File: src/rtl/sdc_pkg.sv
package sdc_pkg;

    // number of micro-rotation stages in the fixed 22.5 degree decomposition
    localparam int unsigned NST = 5;

    // right-shift amount used by each stage
    function automatic int unsigned stage_shift(input int unsigned k);
        case (k)
            0:       return 1;
            1:       return 4;
            2:       return 7;
            3:       return 10;
            default: return 12;
        endcase
    endfunction

    // 1 when the stage turns the vector counter-clockwise for a +22.5 degree rotation
    function automatic logic stage_pos(input int unsigned k);
        return (k == 0) || (k == 4);
    endfunction

endpackage

File: src/rtl/sdc_bit_cell.sv
// One bit slice of a serial adder/subtractor with overflow detection at the top bit.
module sdc_bit_cell (
    input  logic a,
    input  logic b,
    input  logic sub,
    input  logic first,
    input  logic c_prev,
    output logic s,
    output logic c_out,
    output logic ovf
);
    logic b_eff;
    logic c_in;

    always_comb begin
        b_eff = b ^ sub;
        c_in  = first ? sub : c_prev;
        s     = a ^ b_eff ^ c_in;
        c_out = (a & b_eff) | (a & c_in) | (b_eff & c_in);
        ovf   = c_in ^ c_out;
    end
endmodule

File: src/rtl/sdc_phase_seq.sv
// Eight-step phase index: picks the rotation sign and the quadrant.
module sdc_phase_seq #(
    parameter int unsigned PW = 3
) (
    input  logic       clk,
    input  logic       rst_n,
    input  logic       advance,
    output logic       rot_pos,
    output logic [1:0] quad
);
    typedef struct packed {
        logic [PW-1:0] phase;
    } seq_t;

    seq_t st_q, st_d;
    logic [PW:0] p_inc;

    always_comb begin
        st_d = st_q;
        if (advance) st_d.phase = st_q.phase + 1'b1;
        p_inc   = {1'b0, st_q.phase} + 1'b1;
        rot_pos = st_q.phase[0];
        quad    = p_inc[2:1];
    end

    always_ff @(posedge clk) begin
        if (!rst_n) st_q <= '0;
        else        st_q <= st_d;
    end
endmodule

File: src/rtl/sdc_quad_map.sv
// Whole-quadrant rotation by -90 degree steps with saturating negation.
module sdc_quad_map #(
    parameter int unsigned W = 16
) (
    input  logic [W-1:0] x,
    input  logic [W-1:0] y,
    input  logic [1:0]   quad,
    output logic [W-1:0] qi,
    output logic [W-1:0] qq
);
    localparam logic [W-1:0] MINV = {1'b1, {(W-1){1'b0}}};
    localparam logic [W-1:0] MAXV = {1'b0, {(W-1){1'b1}}};

    logic [W-1:0] nx, ny;

    always_comb begin
        nx = (x == MINV) ? MAXV : (~x + 1'b1);
        ny = (y == MINV) ? MAXV : (~y + 1'b1);
        case (quad)
            2'd0:    begin qi = x;  qq = y;  end
            2'd1:    begin qi = y;  qq = nx; end
            2'd2:    begin qi = nx; qq = ny; end
            default: begin qi = ny; qq = x;  end
        endcase
    end
endmodule

File: src/rtl/sdc_downconv.sv
// Bit-serial fixed-angle rotator followed by a quadrant stage.
module sdc_downconv #(
    parameter int unsigned W = 16
) (
    input  logic         clk,
    input  logic         rst_n,
    input  logic         au_valid,
    input  logic [W-1:0] au_data,
    output logic [W-1:0] cv_i,
    output logic [W-1:0] cv_q,
    output logic         cv_valid
);
    import sdc_pkg::*;

    localparam int unsigned BW    = $clog2(W);
    localparam int unsigned IW    = BW + 1;
    localparam int unsigned SW    = $clog2(NST);
    localparam int unsigned NLANE = 2;

    typedef struct packed {
        logic          busy;
        logic [SW-1:0] stage;
        logic [BW-1:0] bitn;
        logic [W-1:0]  x;
        logic [W-1:0]  y;
        logic [W-1:0]  nx;
        logic [W-1:0]  ny;
        logic [1:0]    carry;
        logic [W-1:0]  oi;
        logic [W-1:0]  oq;
        logic          ov;
    } core_t;

    core_t r_q, r_d;

    logic [NLANE-1:0] la, lb, lsub, ls, lco, lov;
    logic [IW-1:0]    idx;
    logic             d_pos;
    logic             first_bit, last_bit, last_stage, finish;
    logic             rot_pos;
    logic [1:0]       quad;
    logic [W-1:0]     x_fin, y_fin, m_i, m_q;

    // operand selection for the two serial lanes
    always_comb begin
        idx = {1'b0, r_q.bitn} + IW'(stage_shift(int'(r_q.stage)));
        if (idx > IW'(W - 1)) idx = IW'(W - 1);
        d_pos      = stage_pos(int'(r_q.stage)) ~^ rot_pos;
        first_bit  = (r_q.bitn == '0);
        last_bit   = (r_q.bitn == BW'(W - 1));
        last_stage = (r_q.stage == SW'(NST - 1));
        finish     = r_q.busy && last_bit && last_stage;
        la[0]   = r_q.x[r_q.bitn];
        lb[0]   = r_q.y[idx[BW-1:0]];
        lsub[0] = d_pos;
        la[1]   = r_q.y[r_q.bitn];
        lb[1]   = r_q.x[idx[BW-1:0]];
        lsub[1] = ~d_pos;
    end

    for (genvar g = 0; g < NLANE; g++) begin : g_lane
        sdc_bit_cell u_cell (
            .a      (la[g]),
            .b      (lb[g]),
            .sub    (lsub[g]),
            .first  (first_bit),
            .c_prev (r_q.carry[g]),
            .s      (ls[g]),
            .c_out  (lco[g]),
            .ovf    (lov[g])
        );
    end

    // stage result with saturation on overflow of the top bit
    always_comb begin
        if (lov[0]) x_fin = la[0] ? {1'b1, {(W-1){1'b0}}} : {1'b0, {(W-1){1'b1}}};
        else        x_fin = {ls[0], r_q.nx[W-2:0]};
        if (lov[1]) y_fin = la[1] ? {1'b1, {(W-1){1'b0}}} : {1'b0, {(W-1){1'b1}}};
        else        y_fin = {ls[1], r_q.ny[W-2:0]};
    end

    sdc_phase_seq #(.PW(3)) u_seq (
        .clk     (clk),
        .rst_n   (rst_n),
        .advance (finish),
        .rot_pos (rot_pos),
        .quad    (quad)
    );

    sdc_quad_map #(.W(W)) u_map (
        .x    (x_fin),
        .y    (y_fin),
        .quad (quad),
        .qi   (m_i),
        .qq   (m_q)
    );

    // next-state computation
    always_comb begin
        r_d    = r_q;
        r_d.ov = 1'b0;
        if (!r_q.busy) begin
            if (au_valid) begin
                r_d.busy  = 1'b1;
                r_d.stage = '0;
                r_d.bitn  = '0;
                r_d.x     = au_data;
                r_d.y     = '0;
            end
        end else begin
            r_d.nx[r_q.bitn] = ls[0];
            r_d.ny[r_q.bitn] = ls[1];
            r_d.carry        = lco;
            r_d.bitn         = r_q.bitn + 1'b1;
            if (last_bit) begin
                r_d.bitn  = '0;
                r_d.x     = x_fin;
                r_d.y     = y_fin;
                r_d.stage = r_q.stage + 1'b1;
                if (last_stage) begin
                    r_d.busy  = 1'b0;
                    r_d.stage = '0;
                    r_d.oi    = m_i;
                    r_d.oq    = m_q;
                    r_d.ov    = 1'b1;
                end
            end
        end
    end

    always_ff @(posedge clk) begin
        if (!rst_n) r_q <= '0;
        else        r_q <= r_d;
    end

    assign cv_i     = r_q.oi;
    assign cv_q     = r_q.oq;
    assign cv_valid = r_q.ov;
endmodule

File: config.mk
export PLATFORM = sky130hd
export DESIGN_NAME = sdc_downconv
export DESIGN_NICKNAME = d
export VERILOG_FILES = /design/src/rtl/sdc_pkg.sv /design/src/rtl/sdc_bit_cell.sv /design/src/rtl/sdc_phase_seq.sv /design/src/rtl/sdc_quad_map.sv /design/src/rtl/sdc_downconv.sv
export SDC_FILE = /design/constraint.sdc
export NUM_CORES = 1
export LEC_CHECK = 0
export ABC_AREA = 1
export BUFFER_PORTS_ARGS = -buffer_cell sky130_fd_sc_hd__buf_4
export CAP_MARGIN = 25
export CELL_PAD_IN_SITES_DETAIL_PLACEMENT = 1
export CELL_PAD_IN_SITES_GLOBAL_PLACEMENT = 1
export CORE_MARGIN = 10
export CORE_UTILIZATION = 40
export DETAILED_ROUTE_END_ITERATION = 10
export PLACE_DENSITY_LB_ADDON = 0.1
export SLEW_MARGIN = 20
export SYNTH_ARGS = -nofsm -noshare
export SYNTH_HDL_FRONTEND = slang
export SYNTH_HIERARCHICAL = 1
export SYNTH_SLANG_ARGS = --single-unit
File: constraint.sdc
create_clock -name clk -period 6.2 [get_ports clk]
set_input_delay 0.31 -clock clk [delete_from_list [all_inputs] [get_ports clk]]
set_output_delay 0.31 -clock clk [all_outputs]
set_load 0.02 [all_outputs]
* After elaboration in Yosys (flattened, before gate mapping)
Index checks and enable logic that the tools add are counted.
Word-level totals: output and inout bits 33, register bits after elaboration 110
Cells by class: $add $sub $neg 7, multiplexer cells 29, order comparisons 4, eq/ne operators 10, reductions and logical operators 11, bitwise logic cells 22
Operator list (count):
- $mux W40 | 3
- $mux W16 | 6
- $pmux W16 S3 | 2
- $add A16 B1 Y16 const B | 2
- $bwmux W16 | 2
- $eq A16 B16 Y1 const B | 2
- $not A16 Y16 | 2
- $bmux W1 S4 | 4
- $pmux W4 S4 | 1
- $lt A4 B5 Y1 const B | 2
- $add A3 B1 Y3 const B | 3
- $mux W1 | 8
- $mux W4 | 2
- $xor A1 B1 Y1 | 8
- $and A1 B1 Y1 | 6
- $eq A3 B2 Y1 const B | 2
- $reduce_and A3 Y1 | 2
- $add A4 B4 Y5 | 1
- $gt A5 B4 Y1 const B | 1
- $add A4 B1 Y4 const B | 1
- $demux W1 S4 | 1
- $eq A4 B4 Y1 const B | 1
- $ge A4 B1 Y1 const B | 1
- $logic_not A4 Y1 | 1
- other kinds (14) | 19

* Logic depth before layout (Yosys ltp)
depth after elaboration 17, gate-level depth with buffers 38, gate-level depth less buffers 37

* Hierarchy
The synthesis kept the hierarchy.
Modules (own cells, without submodules):
- sdc_downconv | seq. area each 2102.0 um^2, times used 1, cells each 806, area each 5851.9 um^2
- sdc_quad_map | seq. area each 0.0 um^2, times used 1, cells each 378, area each 1848.0 um^2
- sdc_bit_cell | seq. area each 0.0 um^2, times used 2, cells each 16, area each 86.3 um^2
- sdc_phase_seq | seq. area each 60.1 um^2, times used 1, cells each 22, area each 155.1 um^2

* Worst setup path after synthesis
OpenSTA, ideal clock, no wires.
path kind register to register, start point register r_q[103] in the netlist's numbering, end point register r_q (netlist bit cv_i[15]), stages on the path, launching flop included 36, required time 6.087 ns, arrival 4.834 ns, period minus slack after synthesis 4.946 ns, path buffers 2, slack 1.254 ns, cells stage by stage dfxtp_1 -> inv_1 -> ha_1 -> inv_1 -> nor2_1 -> inv_1 -> nand2_1 -> ha_1 -> fa_1 -> nand3_1 -> nand2_1 -> nor2_4 -> clkinv_1 -> o211ai_1 -> nand3_1 -> nand3_1 -> nand2_1 -> xnor2_1 -> fa_1 -> inv_1 -> nand3_1 -> nand2_1 -> inv_1 -> dlymetal6s2s_1 -> nand2_1 -> a21boi_0 -> nand2_1 -> nor2_1 -> nand2_2 -> buf_6 -> nand3_1 -> nand2_1 -> nand2_1 -> inv_1 -> nand2_1 -> nand2_1
On the way: longest elaborated chain between the ends 17
RTL lines:
- from (decl) | RTL line sdc_downconv.sv:34 | core_t r_q, r_d;
- from (signal assigned) | RTL line sdc_downconv.sv:133 | else r_q <= r_d;
- $eq A3 B2 Y1, or another cell as far along | RTL line sdc_pkg.sv:8 | case (k)
- $pmux W4 S4 * | RTL line sdc_pkg.sv:8
- $add A4 B4 Y5 * | RTL line sdc_downconv.sv:46 | idx = {1'b0, r_q.bitn} + IW'(stage_shift(int'(r_q.stage)));
- $gt A5 B4 Y1 | RTL line sdc_downconv.sv:47 | if (idx > IW'(W - 1)) idx = IW'(W - 1);
- $mux W4 * | RTL line sdc_downconv.sv:47
- $bmux W1 S4 * | RTL line sdc_downconv.sv:57 | lb[1] = r_q.x[idx[BW-1:0]];
- $mux W1 (not written as such) * | RTL line sdc_downconv.sv:57
- net lb[1] | RTL line sdc_downconv.sv:36 | logic [NLANE-1:0] la, lb, lsub, ls, lco, lov;
- [4 not listed]
- net lco[1] | RTL line sdc_downconv.sv:36
- [1 not listed]
- net lov[1] | RTL line sdc_downconv.sv:36
- $mux W16 * | RTL line sdc_downconv.sv:78 | if (lov[1]) y_fin = la[1] ? {1'b1, {(W-1){1'b0}}} : {1'b0, {(W-1){1'b1}}};
- net y_fin[15] | RTL line sdc_downconv.sv:42 | logic [W-1:0] x_fin, y_fin, m_i, m_q;
- $not A16 Y16 | RTL line sdc_quad_map.sv:18 | ny = (y == MINV) ? MAXV : (~y + 1'b1);
- $add A16 B1 Y16 | RTL line sdc_quad_map.sv:18
- $mux W16 | RTL line sdc_quad_map.sv:18
- $pmux W16 S3 * | RTL line sdc_quad_map.sv:19 | case (quad)
- net m_i[15] | RTL line sdc_downconv.sv:42
Mark *: on every way through the listed nets, which the timed path passes. The rest lies on a longest branch. The select of a mux whose other input is x is not followed. A chain may end at the register's enable or synchronous reset.

* Worst setup path in the final report
start point register r_q[103] in the netlist's numbering, end point register r_q (netlist bit cv_i[14])
RTL lines:
- $eq A3 B2 Y1, or another cell as far along | RTL line sdc_pkg.sv:8
- $pmux W4 S4 * | RTL line sdc_pkg.sv:8
- $add A4 B4 Y5 * | RTL line sdc_downconv.sv:46
- $gt A5 B4 Y1 | RTL line sdc_downconv.sv:47
- $mux W4 * | RTL line sdc_downconv.sv:47
- $bmux W1 S4 * | RTL line sdc_downconv.sv:54 | lb[0] = r_q.y[idx[BW-1:0]];
- $mux W1 (not written as such) * | RTL line sdc_downconv.sv:54
- net lb[0] | RTL line sdc_downconv.sv:36
- [4 not listed]
- net lco[0] | RTL line sdc_downconv.sv:36
- $xor A1 B1 Y1 * | RTL line sdc_bit_cell.sv:20 | ovf = c_in ^ c_out;
- net lov[0] | RTL line sdc_downconv.sv:36
- $mux W16 * | RTL line sdc_downconv.sv:76 | if (lov[0]) x_fin = la[0] ? {1'b1, {(W-1){1'b0}}} : {1'b0, {(W-1){1'b1}}};
- net x_fin[15] | RTL line sdc_downconv.sv:42
- $eq A16 B16 Y1 * | RTL line sdc_quad_map.sv:17 | nx = (x == MINV) ? MAXV : (~x + 1'b1);
- $mux W16 * | RTL line sdc_quad_map.sv:17
- $pmux W16 S3 * | RTL line sdc_quad_map.sv:19
- net m_i[14] | RTL line sdc_downconv.sv:42
Marks and branches as above.

==> impl_metrics.tcl <==
set metrics [dict create \
    die_w_um 162 \
    crit_start "r_q[103]$_SDFFE_PN0P_" \
    h-tree-depth 3 \
    pwr_density_cell_mw_per_mm2 270 \
    skew_ns 0.00769 \
    path_common_cell "nand2_1" \
    clock_path_buffers 2 \
    grt-ovfl-total 0 \
    synth_flop_cell "dfxtp_1" \
    wl_mm 28.3 \
    drive_gt1_frac 0.159 \
    final_hold_viol_count 0 \
    slew_violations 0 \
    wl_per_cell_um 18.8 \
    ys_top_cells_by_area "dfxtp_1 (27%), nand2_1 (18%), inv_1 (7.3%)" \
    num_rows 51 \
    crit_path_top_delay_cell "fa_1" \
    synth_top_area_frac 0.269 \
    p_leak_nw 4.03 \
    slew_headroom 0.291 \
    drtPass1Iterations 5 \
    antenna_left 0 \
    antenna_found_initial 0 \
    initial_core_util 0.410 \
    grt_max_degree 86 \
    synth.cells.most_frequent "nand2_1 (387), inv_1 (156), dfxtp_1 (108)" \
    via_per_inst 5.32 \
    synth-edff-count 0 \
    synth_cell_types 47 \
    clock_latency_ns 0.37 \
    hold_start "au_valid" \
    cts_tree "built" \
    syn_inst 1238 \
    drc 0 \
    area.growth.synth_to_final_pct 7.86 \
    finalCritPeriodShare 0.921 \
    finalNonFillerCells 1507 \
    yosysSeqAreaShare 0.269 \
    yosys_register_bits 108 \
    crit-reg2reg-launch "r_q[103]$_SDFFE_PN0P_" \
    synthArstFlopShare 0 \
    worstSetupStartpointType "flip-flop" \
    ir_drop_v 0.000131 \
    grt_pass1_wl_mm 44.9 \
    root_buffer "clkbuf_16" \
    grt_usage 0.213 \
    worstSetupPathType "flip-flop to flip-flop" \
    status "complete, no violations" \
    dp_hpwl_mm 21.1 \
    cts_made_buffers 9 \
    via_count 8018 \
    worstHoldPathType "input port to flip-flop" \
    antenna_cells 0 \
    grt_pass1_vias 7830 \
    io_buffer_count 51 \
    endpoint_kind "flip-flop" \
    cp_data_required_time_ns 6.52 \
    hold_buffers 0 \
    cts.sinks 108 \
    drtIter0Drc 481 \
    setup_violations 0 \
    synth_top_cell_by_area "dfxtp_1" \
    routabilityCongestion 0.882 \
    max_stage_delay_ns 0.42 \
    yosysMostFrequentCell "nand2_1" \
    syn_area_mm2 0.00803 \
    syn_area_per_cell_um2 6.48 \
    clock.fmax_mhz 175 \
    arrival_ns 6.02 \
    syn-num-nets 1276 \
    maxCapViolations 0 \
    nets 1275 \
    crit_fanout 20 \
    worst_pin_slew_ns 1.05 \
    die_y_um 162 \
    r2r_setup_slack_ns 0.49 \
    coreArea_mm2 0.0196 \
    holdWs_ns 0.289 \
    period_needed_ns 5.71 \
    placedCellCount 1482 \
    ys_warn_count 6 \
    clk_pin_slew_ns 0.08 \
    dieArea_mm2 0.0261 \
    ios 52 \
]
-- final timing paths --
path / endpoint / cells after the start
setup / recovery: cv_i[14]$_SDFFE_PN0P_ / 35
hold / removal: r_q[102]$_SDFFE_PN0P_ / 4
setup reg to reg: cv_i[14]$_SDFFE_PN0P_ / 35
hold reg to reg: cv_q[4]$_SDFFE_PN0P_ / 2
-- registers in the layout, indices dropped and copies added (netlist names) --
| name | flops |
|---|---|
| cv_i | 16 |
| cv_q | 16 |
| cv_valid | 1 |
| u_seq/st_q | 3 |
| r_q | 72 |
-- where the power goes --
group	switching (mW)	internal [mW]	leakage, nW	total, mW
Sequential	0.0109	0.706	0.875	0.717
Clock	0.310	0.333	0.150	0.642
Combinational	0.691	0.292	3.00	0.983
-- final cells by class --
type / instances / area [µm²]
clock buffer: 11 / 243
clock inverter: 5 / 68.8
timing repair inverter: 1 / 5.00
sequential: 108 / 2160
tap: 265 / 332
inverter: 163 / 633
fill: 2595 / 10900
timing repair buffer: 75 / 599
multi-input combinational: 879 / 4620
-- stage by stage --
stage          power, mW  setup TNS (ns)   util  instance area [µm²]  worst slack [ns]
2_1_floorplan       1.41               0      -                 8030              1.25
4_1_cts             2.32               0  0.436                 8540             0.335
3_3_place_gp        1.67               0  0.420                 8230             0.505
5_1_grt             2.48        -0.00212  0.442                 8660          -0.00212
6_report            2.34               0  0.442                 8660             0.491
3_5_place_dp        1.68               0  0.420                 8230             0.362
-- critical path: cells and delay by family, from the launching register on --
kind	cells	cell delay, ns
fa+ha+maj	4	1.28
compound gates	2	0.39
buf+inv	8	1.15
xor+xnor	1	0.09
simple gates	20	2.33
flops	1	0.40
-- timing repair --
item	in CTS	in global routing
hold endpoints to repair	0	0
endpoints found under the setup margin	0	30
gates resized for setup	0	5
setup buffers	0	6
-- per-layer routing --
| layer | global-route usage | wire, µm | vias to the layer above |
|---|---|---|---|
| met5 | 0 | 0 | - |
| met2 | 0.369 | 13800 | 202 |
| met4 | 0.0505 | 515 | 0 |
| met1 | 0.269 | 12600 | 3839 |
| met3 | 0.0349 | 1430 | 35 |
| li1 | - | - | 3942 |
-- cells by family after synthesis --
group | after synthesis | share of synthesized area
AO/OA/AOI/OAI | 191 | 0.156
XOR/XNOR | 7 | 0.00764
adder cells (fa/ha/maj) | 19 | 0.0324
buffers and inverters | 252 | 0.158
flip-flops | 108 | 0.269
AND/OR/NAND/NOR | 661 | 0.377
-- layout by cell type, fill, tap and decap left out, types with 2 or more instances in the layout --
cell          n
o21ai_1       2
buf_4        72
a221oi_1      8
xor2_1        4
o221ai_1     15
nand2_4      11
clkbuf_16     9
nand2_1     387
clkinvlp_4    3
nand2_2      26
o211ai_1     13
nor2_4        7
fa_1          3
nand4_1      23
inv_2         6
xnor2_1       3
nand3_2      10
dfxtp_1     108
nand3_1     107
o2111ai_1     3
o21bai_1      2
or2_2         4
nor2_2       10
inv_1       154
ha_1         16
a21oi_2      11
a21oi_1      57
nor2_8        2
o211ai_2     14
inv_8         2
nor2_1       70
o21ai_0      61
a21boi_0      2
nand3_4       2
No activity file was read; power rests on OpenSTA's default activity.
